$ cat src/rtl/tap_pkg.sv
package tap_pkg;
  localparam int IR_W  = 5;
  localparam int SEL_W = 8;
  localparam int EXT_N = SEL_W - 2;

  localparam int SEL_BYP = 0;
  localparam int SEL_ID  = 1;

  localparam logic [IR_W-1:0] OP_BYPASS = 5'b11111;
  localparam logic [IR_W-1:0] OP_IDENT  = 5'b01000;
  localparam logic [IR_W-1:0] OP_CAPT   = 5'b00001;

  typedef enum logic [3:0] {
    ST_RESET, ST_IDLE,
    ST_SEL_DR, ST_CAP_DR, ST_SH_DR, ST_EX1_DR, ST_PAU_DR, ST_EX2_DR, ST_UPD_DR,
    ST_SEL_IR, ST_CAP_IR, ST_SH_IR, ST_EX1_IR, ST_PAU_IR, ST_EX2_IR, ST_UPD_IR
  } tapState_t;

  typedef struct packed {
    logic captureDr;
    logic shiftDr;
    logic shiftIr;
  } dpStrobe_t;
endpackage

$ cat src/rtl/tap_ctrl.sv
module tap_ctrl
  import tap_pkg::*;
(
  input  logic             tck,
  input  logic             trstN,
  input  logic             tms,
  input  logic             tdi,
  output dpStrobe_t        strb,
  output logic             updateDr,
  output logic             irSo,
  output logic [SEL_W-1:0] regSel
);
  tapState_t state, nextState;
  logic [IR_W-1:0] irShift;
  logic [IR_W-1:0] irActive;

  always_comb begin
    nextState = state;
    unique case (state)
      ST_RESET:  nextState = tms ? ST_RESET  : ST_IDLE;
      ST_IDLE:   nextState = tms ? ST_SEL_DR : ST_IDLE;
      ST_SEL_DR: nextState = tms ? ST_SEL_IR : ST_CAP_DR;
      ST_CAP_DR: nextState = tms ? ST_EX1_DR : ST_SH_DR;
      ST_SH_DR:  nextState = tms ? ST_EX1_DR : ST_SH_DR;
      ST_EX1_DR: nextState = tms ? ST_UPD_DR : ST_PAU_DR;
      ST_PAU_DR: nextState = tms ? ST_EX2_DR : ST_PAU_DR;
      ST_EX2_DR: nextState = tms ? ST_UPD_DR : ST_SH_DR;
      ST_UPD_DR: nextState = tms ? ST_SEL_DR : ST_IDLE;
      ST_SEL_IR: nextState = tms ? ST_RESET  : ST_CAP_IR;
      ST_CAP_IR: nextState = tms ? ST_EX1_IR : ST_SH_IR;
      ST_SH_IR:  nextState = tms ? ST_EX1_IR : ST_SH_IR;
      ST_EX1_IR: nextState = tms ? ST_UPD_IR : ST_PAU_IR;
      ST_PAU_IR: nextState = tms ? ST_EX2_IR : ST_PAU_IR;
      ST_EX2_IR: nextState = tms ? ST_UPD_IR : ST_SH_IR;
      ST_UPD_IR: nextState = tms ? ST_SEL_DR : ST_IDLE;
      default:   nextState = ST_RESET;
    endcase
  end

  always_ff @(posedge tck or negedge trstN) begin
    if (!trstN) state <= ST_RESET;
    else        state <= nextState;
  end

  // Instruction shift stage: rising edge domain
  always_ff @(posedge tck or negedge trstN) begin
    if (!trstN)                 irShift <= OP_CAPT;
    else if (state == ST_CAP_IR) irShift <= OP_CAPT;
    else if (state == ST_SH_IR)  irShift <= {tdi, irShift[IR_W-1:1]};
  end

  // Active instruction: falling edge domain
  always_ff @(negedge tck or negedge trstN) begin
    if (!trstN)                  irActive <= OP_IDENT;
    else if (state == ST_RESET)  irActive <= OP_IDENT;
    else if (state == ST_UPD_IR) irActive <= irShift;
  end

  always_comb begin
    regSel = '0;
    unique case (irActive)
      OP_IDENT:           regSel[SEL_ID] = 1'b1;
      5'b00000, 5'b00001: regSel[2] = 1'b1;
      5'b00010:           regSel[3] = 1'b1;
      5'b00100:           regSel[4] = 1'b1;
      5'b00101:           regSel[5] = 1'b1;
      5'b00110:           regSel[6] = 1'b1;
      5'b01111:           regSel[7] = 1'b1;
      default:            regSel[SEL_BYP] = 1'b1;
    endcase
  end

  assign strb.captureDr = (state == ST_CAP_DR);
  assign strb.shiftDr   = (state == ST_SH_DR);
  assign strb.shiftIr   = (state == ST_SH_IR);
  assign updateDr       = (state == ST_UPD_DR);
  assign irSo           = irShift[0];

  // Checker support: consecutive high mode-select edges, saturating
  logic [2:0] onesCnt;
  always_ff @(posedge tck or negedge trstN) begin
    if (!trstN)             onesCnt <= '0;
    else if (!tms)          onesCnt <= '0;
    else if (onesCnt != 3'd5) onesCnt <= onesCnt + 3'd1;
  end

  a_r2_five_ones_reset: assert property (@(posedge tck) disable iff (!trstN)
    (onesCnt == 3'd5) |-> (state == ST_RESET));

  a_r3_capture_pattern: assert property (@(posedge tck) disable iff (!trstN)
    (state == ST_CAP_IR) |=> (irShift == OP_CAPT));

  a_r5_instr_hold: assert property (@(posedge tck) disable iff (!trstN)
    !(state == ST_UPD_IR || state == ST_RESET) |-> $stable(irActive));

  a_r4_sel_onehot: assert property (@(posedge tck) disable iff (!trstN)
    $countones(regSel) == 1);
endmodule

$ cat src/rtl/tap_dp.sv
module tap_dp
  import tap_pkg::*;
#(
  parameter int          ID_W     = 32,
  parameter logic [ID_W-1:0] ID_VALUE = 32'h327A50CB
) (
  input  logic             tck,
  input  logic             trstN,
  input  logic             tdi,
  input  dpStrobe_t        strb,
  input  logic             irSo,
  input  logic [SEL_W-1:0] regSel,
  input  logic [EXT_N-1:0] extTdo,
  output logic             tdo,
  output logic             tdoEn
);
  logic            bypassReg;
  logic [ID_W-1:0] idShift;
  logic [SEL_W-1:0] srcBit;
  logic            drSo;

  always_ff @(posedge tck or negedge trstN) begin
    if (!trstN) bypassReg <= 1'b0;
    else if (regSel[SEL_BYP]) begin
      if (strb.captureDr)    bypassReg <= 1'b0;
      else if (strb.shiftDr) bypassReg <= tdi;
    end
  end

  always_ff @(posedge tck or negedge trstN) begin
    if (!trstN) idShift <= ID_VALUE;
    else if (regSel[SEL_ID]) begin
      if (strb.captureDr)    idShift <= ID_VALUE;
      else if (strb.shiftDr) idShift <= {tdi, idShift[ID_W-1:1]};
    end
  end

  assign srcBit[SEL_BYP] = bypassReg;
  assign srcBit[SEL_ID]  = idShift[0];
  for (genvar k = 2; k < SEL_W; k++) begin : g_ext
    assign srcBit[k] = extTdo[k-2];
  end

  assign drSo = |(srcBit & regSel);

  always_ff @(negedge tck or negedge trstN) begin
    if (!trstN) begin
      tdo   <= 1'b0;
      tdoEn <= 1'b0;
    end else begin
      tdoEn <= strb.shiftDr | strb.shiftIr;
      tdo   <= strb.shiftIr ? irSo : (strb.shiftDr ? drSo : 1'b0);
    end
  end

  a_r8_enable_only_shift: assert property (@(posedge tck) disable iff (!trstN)
    tdoEn |-> (strb.shiftDr || strb.shiftIr));

  a_r8_quiet_when_off: assert property (@(posedge tck) disable iff (!trstN)
    !tdoEn |-> !tdo);

  a_r7_bypass_capture: assert property (@(posedge tck) disable iff (!trstN)
    (strb.captureDr && regSel[SEL_BYP]) |=> !bypassReg);
endmodule

$ cat src/rtl/tap_port.sv
module tap_port
  import tap_pkg::*;
#(
  parameter int          ID_W     = 32,
  parameter logic [ID_W-1:0] ID_VALUE = 32'h327A50CB
) (
  input  logic             tck,
  input  logic             trstN,
  input  logic             tms,
  input  logic             tdi,
  input  logic [EXT_N-1:0] extTdo,
  output logic             tdo,
  output logic             tdoEn,
  output logic             captureDr,
  output logic             shiftDr,
  output logic             updateDr,
  output logic [SEL_W-1:0] regSel
);
  dpStrobe_t strb;
  logic      irSo;

  tap_ctrl u_ctrl (
    .tck(tck), .trstN(trstN), .tms(tms), .tdi(tdi),
    .strb(strb), .updateDr(updateDr), .irSo(irSo), .regSel(regSel)
  );

  tap_dp #(.ID_W(ID_W), .ID_VALUE(ID_VALUE)) u_dp (
    .tck(tck), .trstN(trstN), .tdi(tdi), .strb(strb), .irSo(irSo),
    .regSel(regSel), .extTdo(extTdo), .tdo(tdo), .tdoEn(tdoEn)
  );

  assign captureDr = strb.captureDr;
  assign shiftDr   = strb.shiftDr;
endmodule

$ cat config.mk
export PLATFORM = sky130hd
export DESIGN_NAME = tap_port
export DESIGN_NICKNAME = d
export VERILOG_FILES = /design/src/rtl/tap_pkg.sv /design/src/rtl/tap_ctrl.sv /design/src/rtl/tap_dp.sv /design/src/rtl/tap_port.sv
export SDC_FILE = /design/constraint.sdc
export NUM_CORES = 1
export LEC_CHECK = 0
export BUFFER_PORTS_ARGS = -buffer_cell sky130_fd_sc_hd__buf_2
export CAP_MARGIN = 0
export CELL_PAD_IN_SITES_DETAIL_PLACEMENT = 1
export CELL_PAD_IN_SITES_GLOBAL_PLACEMENT = 1
export CORE_MARGIN = 3
export CORE_UTILIZATION = 40
export CTS_BUF_LIST = sky130_fd_sc_hd__clkbuf_4
export DETAILED_ROUTE_END_ITERATION = 6
export GPL_TIMING_DRIVEN = 0
export PLACE_DENSITY = 0.71
export SYNTH_ARGS = -nofsm -noshare
export SYNTH_HDL_FRONTEND = slang
export SYNTH_SLANG_ARGS = --single-unit
$ cat constraint.sdc
create_clock -name tck -period 4.6 [get_ports tck]
set_input_delay 0.46 -clock tck [delete_from_list [all_inputs] [get_ports tck]]
set_output_delay 0.46 -clock tck [all_outputs]
set_load 0.005 [all_outputs]
==> run metrics <==
status=finished, final reports clean; maximum VDD drop=0.234 mV; Primary FF master, synth=dfrtp_1; Critical Path End Type=primary output; Top Ports=23; GRT overflow=0; Worst Path Buf+Inv=2; CTS tree=yes; r2r setup slk=0.70 ns; total number of vias=1974; vias in the first global route=2061; post-synth top area share=25.8%; CTS clk-pin slew, worst paths=0.15 ns; DRC errors left=0; Post-Syn Area=0.00252 mm^2; Tot Pwr=1900 uW; skew final=0.0597 ns; CP startpoint=u_ctrl.irActive[3]; gr usage total=16.0%; share of post-route cells with drive strength above 1=31.5%; global-route wire length before repair=9.56 mm; R2R Path End=u_dp.bypassReg; synthesized instance count=271; Final Hold Fails=0; Area growth, synth to finish=10.8%; Slew Viols, Final=0; Port Buffers=22; synthesized flop and latch total=49; vias per inst=5.24; Top delay family on crit path=flip-flops; Worst-Skew Late Latency=0.40 ns; Die ar.=0.00728 mm^2; crit path launch type=register; ANT nets after route=0; Avg Cell Area, Syn=9.29 um^2; Layout Utilization=46.3%; Net Count, Synth=281; Most Frequent Cell on Critical Path=buf_2; CTS buffer count=5; Layout Nets=311; initial antenna violation count=0; WP data arrival=3.90 ns; die height=85.4 um; CTS Hold Bufs=0; most frequently used cell type in the post-synthesis netlist=nand2_1; worst reg2reg startpoint=u_ctrl.irActive[3]; Initial Util=41.8%; final setup fails=0; Die Wd=85.4 um; Detailed Routing Iterations Pass 1=3; Post-synth EDFFs=0; clock buffer depth=2; post-DP HPWL=3.80 mm; commonest cells in the netlist=63 x nand2_1, 28 x o21ai_2, 26 x dfrtp_1, 26 x nor2_1, 17 x dfstp_2; Worst Hold Class=input port to async pin; WS Path Type=register to primary output; Worst path slowest cell=dfstp_2; max incr delay on CP=0.50 ns; core region area=0.00603 mm^2; largest net degree at the start of global routing=50; Pleak=0.00121 uW; Layout fillers=730; CP required=4.14 ns; sum of negative setup slack=0 ns; register area=0.00125 mm^2; worst hold slack=0.278 ns; top area cells in the synthesized netlist=dfrtp_1 26%, dfstp_2 18%, o21ai_2 9.7%; largest area contributor in the netlist=dfrtp_1; Root Buffer=clkbuf_4; Reg2Reg Depth=6; Rel. slew slack=27.5%; sequential-to-total area share from yosys stat=49.5%; critical-path cell list=buf_2, a21oi_1, o31ai_2, buf_2; Netlist cell types=44; gpl congestion=0.755; Detailed Route Iter0 Violations=29; # Max-Cap Violations=0; Routed WL=5.37 mm; Worst Path Max Fanout=10; Async S/R FF share, synth=100%; Slew @ Worst Pin=1.09 ns; Avg WL per Cell=14.2 um; pwr dens=681 mW/mm^2; H-tree depth=2; row count=28; diodes inserted=0; CTS sink count=49; Multi-input gate area=0.00109 mm^2; RSZ-0062 raised after global routing=no; Ys Warns=0
-- report_power, final --
group	leakage, uW	switching, uW	internal [uW]
Clock	0.0000346	138	65.5
Combinational	0.000575	598	386
Sequential	0.000604	92.1	622
-- layer usage --
layer  up-vias  global-route usage, %  share of wire (%)
met5         -                      0                  0
met4         0                   3.88               0.48
met3         2                   2.91                1.7
met2         8                   28.2                 50
met1       980                   20.2                 48
li1        984                      -                  -
-- cell type report --
| cell class | instances | share of cell area (%) |
|---|---|---|
| inverters | 8 | 1.30 |
| repair buffers | 23 | 4.21 |
| clock inverters | 3 | 0.538 |
| plain buffers | 21 | 5.29 |
| clock buffers | 6 | 1.61 |
| well taps | 75 | 3.36 |
| multi-input cells | 192 | 39.0 |
| flip-flops and latches | 49 | 44.7 |
-- registers in the layout (all words and copies together), names as in the netlist --
register         cells
u_dp.tdo             1
u_ctrl.state         4
u_ctrl.irActive      5
u_ctrl.irShift       5
u_dp.idShift        32
u_dp.tdoEn           1
u_dp.bypassReg       1
-- what timing repair did --
action | CTS | global route
resized for setup | 1 | 0
setup endpoints to repair | 1 | 1
pin swaps | 0 | 1
setup buffers | 0 | 1
gates cloned | 0 | 0
-- layout by cell type (no fill, tap or decap), types with 7 or more instances in the layout --
cell type  netlist  layout
dfstp_2         17      17
a21oi_1          9       9
o21ai_0         13      13
o21ai_2         28      28
buf_2            4      26
nand2_1         63      63
nor2_1          26      26
buf_6            8       8
inv_1            7       7
clkbuf_1         8       8
dfrtp_1         26      26
-- logic make-up after synthesis --
kind of cell / Yosys count / share of synthesized area [%]
flip-flops: 49 / 49.5
multiplexers: 2 / 0.795
AND/OR/NAND/NOR: 116 / 20.3
XOR/XNOR: 1 / 0.348
buffers and inverters: 30 / 7.45
AO/OA/AOI/OAI: 73 / 21.6
-- metrics by stage --
stage                     area, um^2  setup slack [ns]  std cells
after detailed placement        2720             0.344        368
after CTS                       2780            0.0480        376
after global routing            2790             0.113        377
after global placement          2720             0.368        368
final                           2790             0.239        377
after floorplan                 2520             0.709        271
-- worst max path at each step --
| stage | to | slack, ns | cells past startpoint |
|---|---|---|---|
| 2_1_floorplan | u_dp.bypassReg | 0.71 | 5 |
| 3_3_place_gp | regSel[0] | 0.37 | 4 |
| 3_5_place_dp | regSel[0] | 0.34 | 4 |
| 4_1_cts | regSel[0] | 0.05 | 4 |
| 5_1_grt | regSel[5] | 0.11 | 5 |
| 6_report | regSel[0] | 0.24 | 4 |
Note: power is estimated with default switching activity, not from simulation.
